`src/rtl/spi_rs_pkg.sv`:
```
package spi_rs_pkg;

  localparam int BYTE_W = 8;

  typedef enum logic {
    PH_CMD  = 1'b0,
    PH_DATA = 1'b1
  } phase_t;

  typedef struct packed {
    logic       is_wr;
    logic [6:0] rest;
  } cmd_t;

endpackage

```
`src/rtl/spi_rs_front.sv`:
```
module spi_rs_front #(
  parameter int SYNC_STAGES = 2
) (
  input  logic clk,
  input  logic rst,
  input  logic sck_i,
  input  logic mosi_i,
  input  logic cs_n_i,
  output logic sck_rise,
  output logic sck_fall,
  output logic sel,
  output logic cs_rise,
  output logic mosi_s
);

  localparam int NSIG = 3;
  localparam logic [NSIG-1:0] RST_VAL = 3'b100;

  logic [NSIG-1:0] raw_in;
  logic [NSIG-1:0] synced;
  logic [SYNC_STAGES-1:0] chain [NSIG];

  assign raw_in = {cs_n_i, mosi_i, sck_i};

  for (genvar g = 0; g < NSIG; g++) begin : g_sync
    always_ff @(posedge clk) begin
      if (rst) chain[g] <= {SYNC_STAGES{RST_VAL[g]}};
      else     chain[g] <= {chain[g][SYNC_STAGES-2:0], raw_in[g]};
    end
    assign synced[g] = chain[g][SYNC_STAGES-1];
  end

  logic sck_d, cs_d;

  always_ff @(posedge clk) begin
    if (rst) begin
      sck_d    <= 1'b0;
      cs_d     <= 1'b1;
      sck_rise <= 1'b0;
      sck_fall <= 1'b0;
      sel      <= 1'b0;
      cs_rise  <= 1'b0;
      mosi_s   <= 1'b0;
    end else begin
      sck_d    <= synced[0];
      cs_d     <= synced[2];
      sck_rise <= synced[0] & ~sck_d;
      sck_fall <= ~synced[0] & sck_d;
      sel      <= ~synced[2];
      cs_rise  <= synced[2] & ~cs_d;
      mosi_s   <= synced[1];
    end
  end

endmodule

```
`src/rtl/spi_rs_frame.sv`:
```
module spi_rs_frame
  import spi_rs_pkg::*;
#(
  parameter int ADDR_W    = 5,
  parameter int CTRL_REGS = 16,
  parameter int FB_W      = 6
) (
  input  logic              clk,
  input  logic              rst,
  input  logic              sck_rise,
  input  logic              sck_fall,
  input  logic              sel,
  input  logic              cs_rise,
  input  logic              mosi_s,
  output logic [ADDR_W-1:0] cur_addr,
  output logic              reload,
  output logic              shift,
  output logic              stat_done,
  output logic [ADDR_W-1:0] stat_done_addr,
  output logic              commit,
  output logic [ADDR_W-1:0] commit_addr,
  output logic [BYTE_W-1:0] commit_data,
  output logic [FB_W-1:0]   frame_bits
);

  localparam logic [ADDR_W-1:0] CTRL_LIM = ADDR_W'(CTRL_REGS);
  localparam logic [FB_W-1:0]   WR_BITS  = FB_W'(2 * BYTE_W);

  logic [2:0]        bit_cnt;
  logic [BYTE_W-2:0] rx_sh;
  logic [BYTE_W-1:0] rx_byte;
  logic              byte_end;
  logic              byte_pend;
  logic              armed;
  logic              stat_pend;
  phase_t            phase;
  logic [ADDR_W-1:0] wr_addr_q;
  logic [BYTE_W-1:0] wr_data_q;
  cmd_t              cmd;
  logic [ADDR_W-1:0] cmd_addr;
  logic              spare_unused;

  assign rx_byte      = {rx_sh, mosi_s};
  assign cmd          = rx_byte;
  assign cmd_addr     = cmd.rest[ADDR_W-1:0];
  assign spare_unused = ^cmd.rest[6:ADDR_W];
  assign byte_end     = sck_rise && (bit_cnt == 3'd7);

  always_ff @(posedge clk) begin
    if (rst) begin
      bit_cnt        <= '0;
      rx_sh          <= '0;
      byte_pend      <= 1'b0;
      armed          <= 1'b0;
      stat_pend      <= 1'b0;
      phase          <= PH_CMD;
      wr_addr_q      <= '0;
      wr_data_q      <= '0;
      cur_addr       <= '0;
      reload         <= 1'b0;
      shift          <= 1'b0;
      stat_done      <= 1'b0;
      stat_done_addr <= '0;
      commit         <= 1'b0;
      commit_addr    <= '0;
      commit_data    <= '0;
      frame_bits     <= '0;
    end else begin
      reload    <= 1'b0;
      shift     <= 1'b0;
      stat_done <= 1'b0;
      commit    <= 1'b0;
      if (!sel) begin
        bit_cnt    <= '0;
        frame_bits <= '0;
        byte_pend  <= 1'b0;
        armed      <= 1'b0;
        stat_pend  <= 1'b0;
        phase      <= PH_CMD;
        if (cs_rise && armed && (frame_bits == WR_BITS) && (wr_addr_q < CTRL_LIM)) begin
          commit      <= 1'b1;
          commit_addr <= wr_addr_q;
          commit_data <= wr_data_q;
        end
      end else begin
        if (sck_rise) begin
          rx_sh   <= rx_byte[BYTE_W-2:0];
          bit_cnt <= bit_cnt + 3'd1;
          if (frame_bits != '1) frame_bits <= frame_bits + FB_W'(1);
        end
        if (byte_end) begin
          byte_pend <= 1'b1;
          if (phase == PH_CMD) begin
            cur_addr <= cmd_addr;
            armed    <= 1'b0;
            if (cmd.is_wr) begin
              phase     <= PH_DATA;
              wr_addr_q <= cmd_addr;
              stat_pend <= 1'b0;
            end else begin
              stat_pend <= (cmd_addr >= CTRL_LIM);
            end
          end else begin
            wr_data_q <= rx_byte;
            armed     <= 1'b1;
            phase     <= PH_CMD;
            stat_pend <= 1'b0;
          end
        end
        if (sck_fall) begin
          if (byte_pend) begin
            reload         <= 1'b1;
            byte_pend      <= 1'b0;
            stat_done      <= stat_pend;
            stat_done_addr <= cur_addr;
            stat_pend      <= 1'b0;
          end else begin
            shift <= 1'b1;
          end
        end
      end
    end
  end

endmodule

```
`src/rtl/spi_rs_regfile.sv`:
```
module spi_rs_regfile #(
  parameter int DEPTH  = 16,
  parameter int DATA_W = 8
) (
  input  logic                     clk,
  input  logic                     we,
  input  logic [$clog2(DEPTH)-1:0] waddr,
  input  logic [DATA_W-1:0]        wdata,
  input  logic [$clog2(DEPTH)-1:0] raddr,
  output logic [DATA_W-1:0]        rdata
);

  logic [DATA_W-1:0] mem [DEPTH];

  always_ff @(posedge clk) begin
    if (we) mem[waddr] <= wdata;
    rdata <= mem[raddr];
  end

endmodule

```
`src/rtl/spi_rs_tx.sv`:
```
module spi_rs_tx #(
  parameter int W = 8
) (
  input  logic         clk,
  input  logic         rst,
  input  logic         sel,
  input  logic         reload,
  input  logic         shift,
  input  logic [W-1:0] load_val,
  output logic         miso,
  output logic         miso_oe
);

  logic [W-1:0] sh;

  always_ff @(posedge clk) begin
    if (rst) begin
      sh      <= '0;
      miso_oe <= 1'b0;
    end else begin
      miso_oe <= sel;
      if (reload)     sh <= load_val;
      else if (shift) sh <= {sh[W-2:0], 1'b0};
    end
  end

  assign miso = sh[W-1];

endmodule

```
`src/rtl/spi_cmd_regslave.sv`:
```
module spi_cmd_regslave
  import spi_rs_pkg::*;
#(
  parameter int ADDR_W      = 5,
  parameter int CTRL_REGS   = 16,
  parameter int SYNC_STAGES = 2,
  parameter int FB_W        = 6
) (
  input  logic              clk,
  input  logic              rst,
  input  logic              spi_sck,
  input  logic              spi_mosi,
  input  logic              spi_cs_n,
  output logic              spi_miso,
  output logic              spi_miso_oe,
  output logic              wr_valid,
  output logic [ADDR_W-1:0] wr_addr,
  output logic [7:0]        wr_data,
  output logic [ADDR_W-1:0] stat_rd_addr,
  input  logic [7:0]        stat_rd_data,
  output logic              stat_rd_done,
  output logic [ADDR_W-1:0] stat_rd_done_addr
);

  localparam int IDX_W = $clog2(CTRL_REGS);
  localparam logic [ADDR_W-1:0] CTRL_LIM = ADDR_W'(CTRL_REGS);

  logic              sck_rise, sck_fall, sel, cs_rise, mosi_s;
  logic [ADDR_W-1:0] cur_addr;
  logic              reload, shift;
  logic [FB_W-1:0]   frame_bits;
  logic [BYTE_W-1:0] mem_q, stat_q, load_val;
  logic              src_stat_q;

  spi_rs_front #(.SYNC_STAGES(SYNC_STAGES)) u_front (
    .clk      (clk),
    .rst      (rst),
    .sck_i    (spi_sck),
    .mosi_i   (spi_mosi),
    .cs_n_i   (spi_cs_n),
    .sck_rise (sck_rise),
    .sck_fall (sck_fall),
    .sel      (sel),
    .cs_rise  (cs_rise),
    .mosi_s   (mosi_s)
  );

  spi_rs_frame #(.ADDR_W(ADDR_W), .CTRL_REGS(CTRL_REGS), .FB_W(FB_W)) u_frame (
    .clk            (clk),
    .rst            (rst),
    .sck_rise       (sck_rise),
    .sck_fall       (sck_fall),
    .sel            (sel),
    .cs_rise        (cs_rise),
    .mosi_s         (mosi_s),
    .cur_addr       (cur_addr),
    .reload         (reload),
    .shift          (shift),
    .stat_done      (stat_rd_done),
    .stat_done_addr (stat_rd_done_addr),
    .commit         (wr_valid),
    .commit_addr    (wr_addr),
    .commit_data    (wr_data),
    .frame_bits     (frame_bits)
  );

  spi_rs_regfile #(.DEPTH(CTRL_REGS), .DATA_W(BYTE_W)) u_regs (
    .clk   (clk),
    .we    (wr_valid),
    .waddr (wr_addr[IDX_W-1:0]),
    .wdata (wr_data),
    .raddr (cur_addr[IDX_W-1:0]),
    .rdata (mem_q)
  );

  always_ff @(posedge clk) begin
    if (rst) begin
      src_stat_q <= 1'b0;
      stat_q     <= '0;
    end else begin
      src_stat_q <= (cur_addr >= CTRL_LIM);
      stat_q     <= stat_rd_data;
    end
  end

  assign load_val     = src_stat_q ? stat_q : mem_q;
  assign stat_rd_addr = cur_addr;

  spi_rs_tx #(.W(BYTE_W)) u_tx (
    .clk      (clk),
    .rst      (rst),
    .sel      (sel),
    .reload   (reload),
    .shift    (shift),
    .load_val (load_val),
    .miso     (spi_miso),
    .miso_oe  (spi_miso_oe)
  );

endmodule

```
`config.mk`:
```
export PLATFORM = sky130hd
export DESIGN_NAME = spi_cmd_regslave
export DESIGN_NICKNAME = d
export VERILOG_FILES = /design/src/rtl/spi_rs_pkg.sv /design/src/rtl/spi_rs_front.sv /design/src/rtl/spi_rs_frame.sv /design/src/rtl/spi_rs_regfile.sv /design/src/rtl/spi_rs_tx.sv /design/src/rtl/spi_cmd_regslave.sv
export SDC_FILE = /design/constraint.sdc
export NUM_CORES = 1
export LEC_CHECK = 0
export CAP_MARGIN = 15
export CORE_ASPECT_RATIO = 0.75
export CORE_MARGIN = 4
export CORE_UTILIZATION = 29
export DETAILED_ROUTE_END_ITERATION = 8
export GPL_TIMING_DRIVEN = 0
export PLACE_DENSITY = 0.48
export SLEW_MARGIN = 20
export SYNTH_ARGS = -nofsm -noshare
export SYNTH_HDL_FRONTEND = slang
export SYNTH_SLANG_ARGS = --single-unit
```
`constraint.sdc`:
```
create_clock -name clk -period 1.8 [get_ports clk]
set_input_delay 0.27 -clock clk [delete_from_list [all_inputs] [get_ports clk]]
set_output_delay 0.27 -clock clk [all_outputs]
set_load 0.02 [all_outputs]
```
; After elaboration in Yosys (flattened, before gate mapping)
; Memories as Yosys holds them, arrays and structs flattened. A register that Yosys moved wholly into a read port is not among the register bits.
; Cells that the tools add are included.
[op_classes]
addsub = 2
n_lt_le_gt_ge = 3
eq_ne = 3
muxes = 25
n_bitwise = 14
n_reduce_logical = 16
[ops]
columns = cell, n
row1 = $mux W8, 3
row2 = $mux W1, 19
row3 = $ge A5 B5 Y1 const B, 2
row4 = $reduce_and A3 Y1, 3
row5 = $not A1 Y1, 8
row6 = $add A6 B1 Y6 const B, 1
row7 = $eq A6 B5 Y1 const B, 1
row8 = $mux W2, 3
row9 = $ne A6 B6 Y1 const B, 1
row10 = $reduce_and A2 Y1, 3
row11 = $lt A5 B5 Y1 const B, 1
row12 = $logic_and A1 B1 Y1, 4
row13 = $reduce_and A4 Y1, 1
row14 = $reduce_or A2 Y1, 2
row15 = $reduce_or A4 Y1, 1
row16 = $add A3 B1 Y3 const B, 1
row17 = $and A1 B1 Y1, 3
row18 = $eq A3 B3 Y1 const B, 1
row19 = $or A1 B1 Y1, 3
row20 = $reduce_or A3 Y1, 1
row21 = $reduce_bool A2 Y1, 1
[word_totals]
register_bits = 85
mem_bits_rw = 134
input_bits = 13
out_inout_bits = 27
wordCells = 93
memories = 2
[memory_table]
columns = name, depth, width, rd, rd_ports_with_merged_regs, wr, line_no
row1 = u_regs.mem, 16, 8, 1, 1, 1, spi_rs_regfile.sv:13  ; logic [DATA_W-1:0] mem [DEPTH];
row2 = u_front.chain, 3, 2, 3, 0, 3, spi_rs_front.sv:21  ; logic [SYNC_STAGES-1:0] chain [NSIG];

; Depth between registers and ports, before layout
[depth]
ltp_word = 6
ltp_mapped = 7
mapped_depth_nobuf = 6

; Modules after synthesis
; From an unflattened synthesis, not the netlist that was laid out.
[hier_totals]
cells_unflattened = 576
area_unflattened_um2 = 8690.8
[by_module_without_submodules]
columns = mod, n_inst, cells_per_inst, area_each_um2, seq_area_each_um2
row1 = spi_rs_regfile, 1, 229, 5147.4, 4003.8
row2 = spi_rs_frame, 1, 256, 2422.3, 1201.2
row3 = spi_rs_tx, 1, 37, 396.6, 180.2
row4 = spi_cmd_regslave, 1, 27, 367.9, 180.2
row5 = spi_rs_front, 1, 27, 356.6, 260.2

; Worst setup path before layout
; OpenSTA, ideal clock, no wires.
[synth_timing]
path_type = reg2reg
startpoint = reg u_frame.commit
endpoint = mem u_regs.mem[0][0] (enable)
setup_ns = 0.383
t_arrival_ns = 1.589
required_time_ns = 1.417
path_slack_ns = -0.172
stages_incl_launch_ff = 3
path_buffers = 0
synth_period_minus_slack_ns = 1.972
path_cell_list = dfxtp_1 or3b_2 nor3_1
[synth_via]
elab_chain_len = 2
[synth_lines]
columns = element, line_no
row1 = from (decl), spi_rs_frame.sv:20  ; output logic commit,
row2 = from (signal assigned), spi_rs_frame.sv:64  ; commit <= 1'b0;
row3 = from (signal assigned), spi_rs_frame.sv:72  ; commit <= 1'b0;
row4 = from (signal assigned), spi_rs_frame.sv:81  ; commit <= 1'b1;
row5 = $mux W1, spi_rs_regfile.sv:16  ; if (we) mem[waddr] <= wdata;
row6 = $mux W1 (not written as such), spi_rs_regfile.sv:16
row7 = to (decl), spi_rs_regfile.sv:13
; No other way between the ends.

; Worst setup path in the final report
[layout_timing]
startpoint = reg u_frame.commit_addr[1]
endpoint = mem u_regs.mem[6][1] (enable)
[layout_rtl]
columns = element, line_no
row1 = from (decl), spi_rs_frame.sv:21  ; output logic [ADDR_W-1:0] commit_addr,
row2 = from (signal assigned), spi_rs_frame.sv:82  ; commit_addr <= wr_addr_q;
; No word-level cell before the write port.

==> results.ini <==
[placed_design]
io_buffers=38
hpwl_mm=13.1
gp_congestion=0.777
dp_slack_ps=-469

[global_route]
grt_first_pass_wirelength_mm=29.4
grt_max_degree=19
antenna_found_initial=0
grt_overflow=0
grt_usage=0.120
grt_pass1_vias=4865

[sta]
finalSetupViolations=0
clock_skew_ps=16.7
finalHoldViolCount=0
min_period_ps=1780
final_max_slew_viol_count=0
min_period_over_period=0.989
slew_headroom=0.477
finalWorstSetupSlack_ps=20.5
timing.fmax_mhz=562
setup_tns_ps=0
worst_slew_pin_slew_ps=781
rsz0062_at_grt=true

[synthesis]
ys_seq_area_frac=0.689
ys_warn_count=0
syn_nets=573
yosysMostFrequentCell=edfxtp_1
synth_edf_count=128
avgSynthCellArea_um2=15.2
yosysTopAreaCell=edfxtp_1
synth_area_leaders=edfxtp_1, dfxtp_1, mux4_1
synth_cell_type_count=44
ys_ff_latch=227
async_flop_share=0
synth_area_um2=8460
syn_inst=556
synth_top_area_share=0.454
netlist_top_cells_count=edfxtp_1, dfxtp_1, nor2_1, mux2i_1, nand2_1
synth-main-ff-cell=edfxtp_1

[run]
drv_cap=0

[floorplanning]
core_um2=28400
rows=53
die_h_um=156
die-area_um2=32000
io_pins=40
dieWidth_um=205
start_util=0.298

[cts]
htreeDepth=1
cts_made_buffers=24
ctsHoldBuffers=0
cts.sinks=227
tritoncts=yes
clock_path_buffers=3
clk_pin_slew_ps=60
cts_root_buf=clkbuf_16
clk_latency_ps=510

[layout]
area_delta_synth_final_pct=22.6
drive_above_1_share=0.193
layout.nets=646

[route]
dr.pass1.iters=5
routedWlPerCell_um=18.8
met3_wirelength_mm=1.35
drt_iter0_markers=280
dr_wl_met2_mm=8.63
antenna_left=0
m1WireLength_mm=9.20
dr.max_layer_used=met4
drt-total-wl_mm=19.5
viasPerCell=4.63
vias=4779
drc_errors=0

[critical_path]
rr_endpoint=u_regs.mem[6][1]
cp_cell_sequence=nand2b_1, nor2_1
reg2reg_depth=2
crit_required_ps=1930
crit_path_start_kind=flop
cp-startpoint=u_frame.commit_addr[1]
cp.depth=2
reg2reg_setup_slack_ps=20
crit_path_top_delay_cell=nor2_1
cpLargestDelayFamily=simple AND/OR/NAND/NOR gates
crit_end=u_regs.mem[6][1]
path_buf_inv=0
critPathKind=flop to flop
cp-end-kind=flop
critical-path-max-stage-delay_ps=660
arrival_ps=1910
rr_startpoint=u_frame.commit_addr[1]
crit_fanout=9

[pwr]
power.leakage_nw=3.62
power_density_nw_per_um2=1000
vdd_drop_max_uv=396

[min_path]
hold_class=input port to flop
hp-start=spi_sck

[status]
status=completed

## worst min path at each step
stage	cells after the start	end
3_3_place_gp	1	u_front.cs_rise
4_1_cts	2	u_front.chain[0][0]
3_5_place_dp	1	u_front.cs_rise
6_report	2	u_front.chain[0][0]
2_1_floorplan	1	u_front.cs_rise
5_1_grt	2	u_front.chain[1][0]
## logic make-up (layout without fill, tap and decap cells)
logic type                 after synthesis  in the layout  synth area share
adders and majority gates                4              4           0.00592
and+or+nand+nor                        156            156            0.0914
DFF                                    227            227             0.689
other                                    0              1                 0
AOI/OAI and AO/OA                       56             56            0.0438
muxes                                   71             71             0.140
xor gates and xnor gates                 5              5           0.00518
buffers and inverters                   37            128            0.0254
## flip-flops by register name, summed over array words and instances, names as in the netlist, 3 cells and up
register                flops
u_front.chain               6
u_frame.frame_bits          6
u_frame.wr_data_q           8
stat_q                      8
u_regs.mem                128
u_frame.commit_addr         5
u_frame.rx_sh               7
u_frame.cur_addr            5
u_frame.stat_done_addr      5
u_frame.bit_cnt             3
u_tx.sh                     8
u_frame.wr_addr_q           5
u_regs.rdata                8
u_frame.commit_data         8
## cell usage in the layout (no fill, tap or decap), drive strengths merged, types with 3 or more instances in the layout
master and n:
xnor2 3, mux2i 37, ha 4, clkbuf 48, buf 18, bufinv 3
nor3 4, nand2b 4, a211oi 15, nor2b 24, clkdlybuf4s50 19, clkinv 7
mux4 32, a22oi 16, edfxtp 128, clkdlybuf4s25 3, nand2 36, inv 7
nor2 54, dfxtp 99, nand3 12, clkinvlp 4, a21oi 19, nor3b 7
dlygate4sd2 17
## what timing repair did
action                     in CTS  in global routing
setup endpoints to repair     135                 91
buffers inserted                1                  7
pin swaps                       9                  5
gates cloned                    0                  1
resized for setup              73                 15
hold endpoints to repair        0                  0
## routing by layer
metal	GRT usage	vias up
met1	0.176	2401
met4	0.0242	0
li1	-	2232
met5	0	-
met3	0.0291	23
met2	0.183	123
## through the flow
step                 util  hold slack, ps  total power [W]  area [um^2]  std cells
CTS                 0.361             302           0.0105        10200       1024
global placement    0.329             385          0.00565         9330        979
detailed placement  0.329             392          0.00565         9340        979
floorplan               -             372          0.00560         8460        556
finish              0.365             320           0.0104        10400       1033
global route        0.365             323           0.0107        10400       1032
## layout make-up
| type | count | area (um^2) |
|---|---|---|
| Sequential cell | 227 | 5860 |
| Multi-Input combinational cell | 292 | 2520 |
| Fill cell | 2766 | 18000 |
| Clock inverter | 14 | 140 |
| Timing Repair Buffer | 47 | 462 |
| Inverter | 7 | 26.3 |
| Tap cell | 385 | 482 |
| Antenna cell | 1 | 2.50 |
| Clock buffer | 30 | 644 |
| Buffer | 30 | 228 |
## report_power, final
| part | internal (W) | switching (W) |
|---|---|---|
| Clock | 0.00295 | 0.00191 |
| Sequential | 0.00543 | 0.00000921 |
| Combinational | 0.0000394 | 0.0000513 |
No activity file was read; power rests on OpenSTA's default activity.
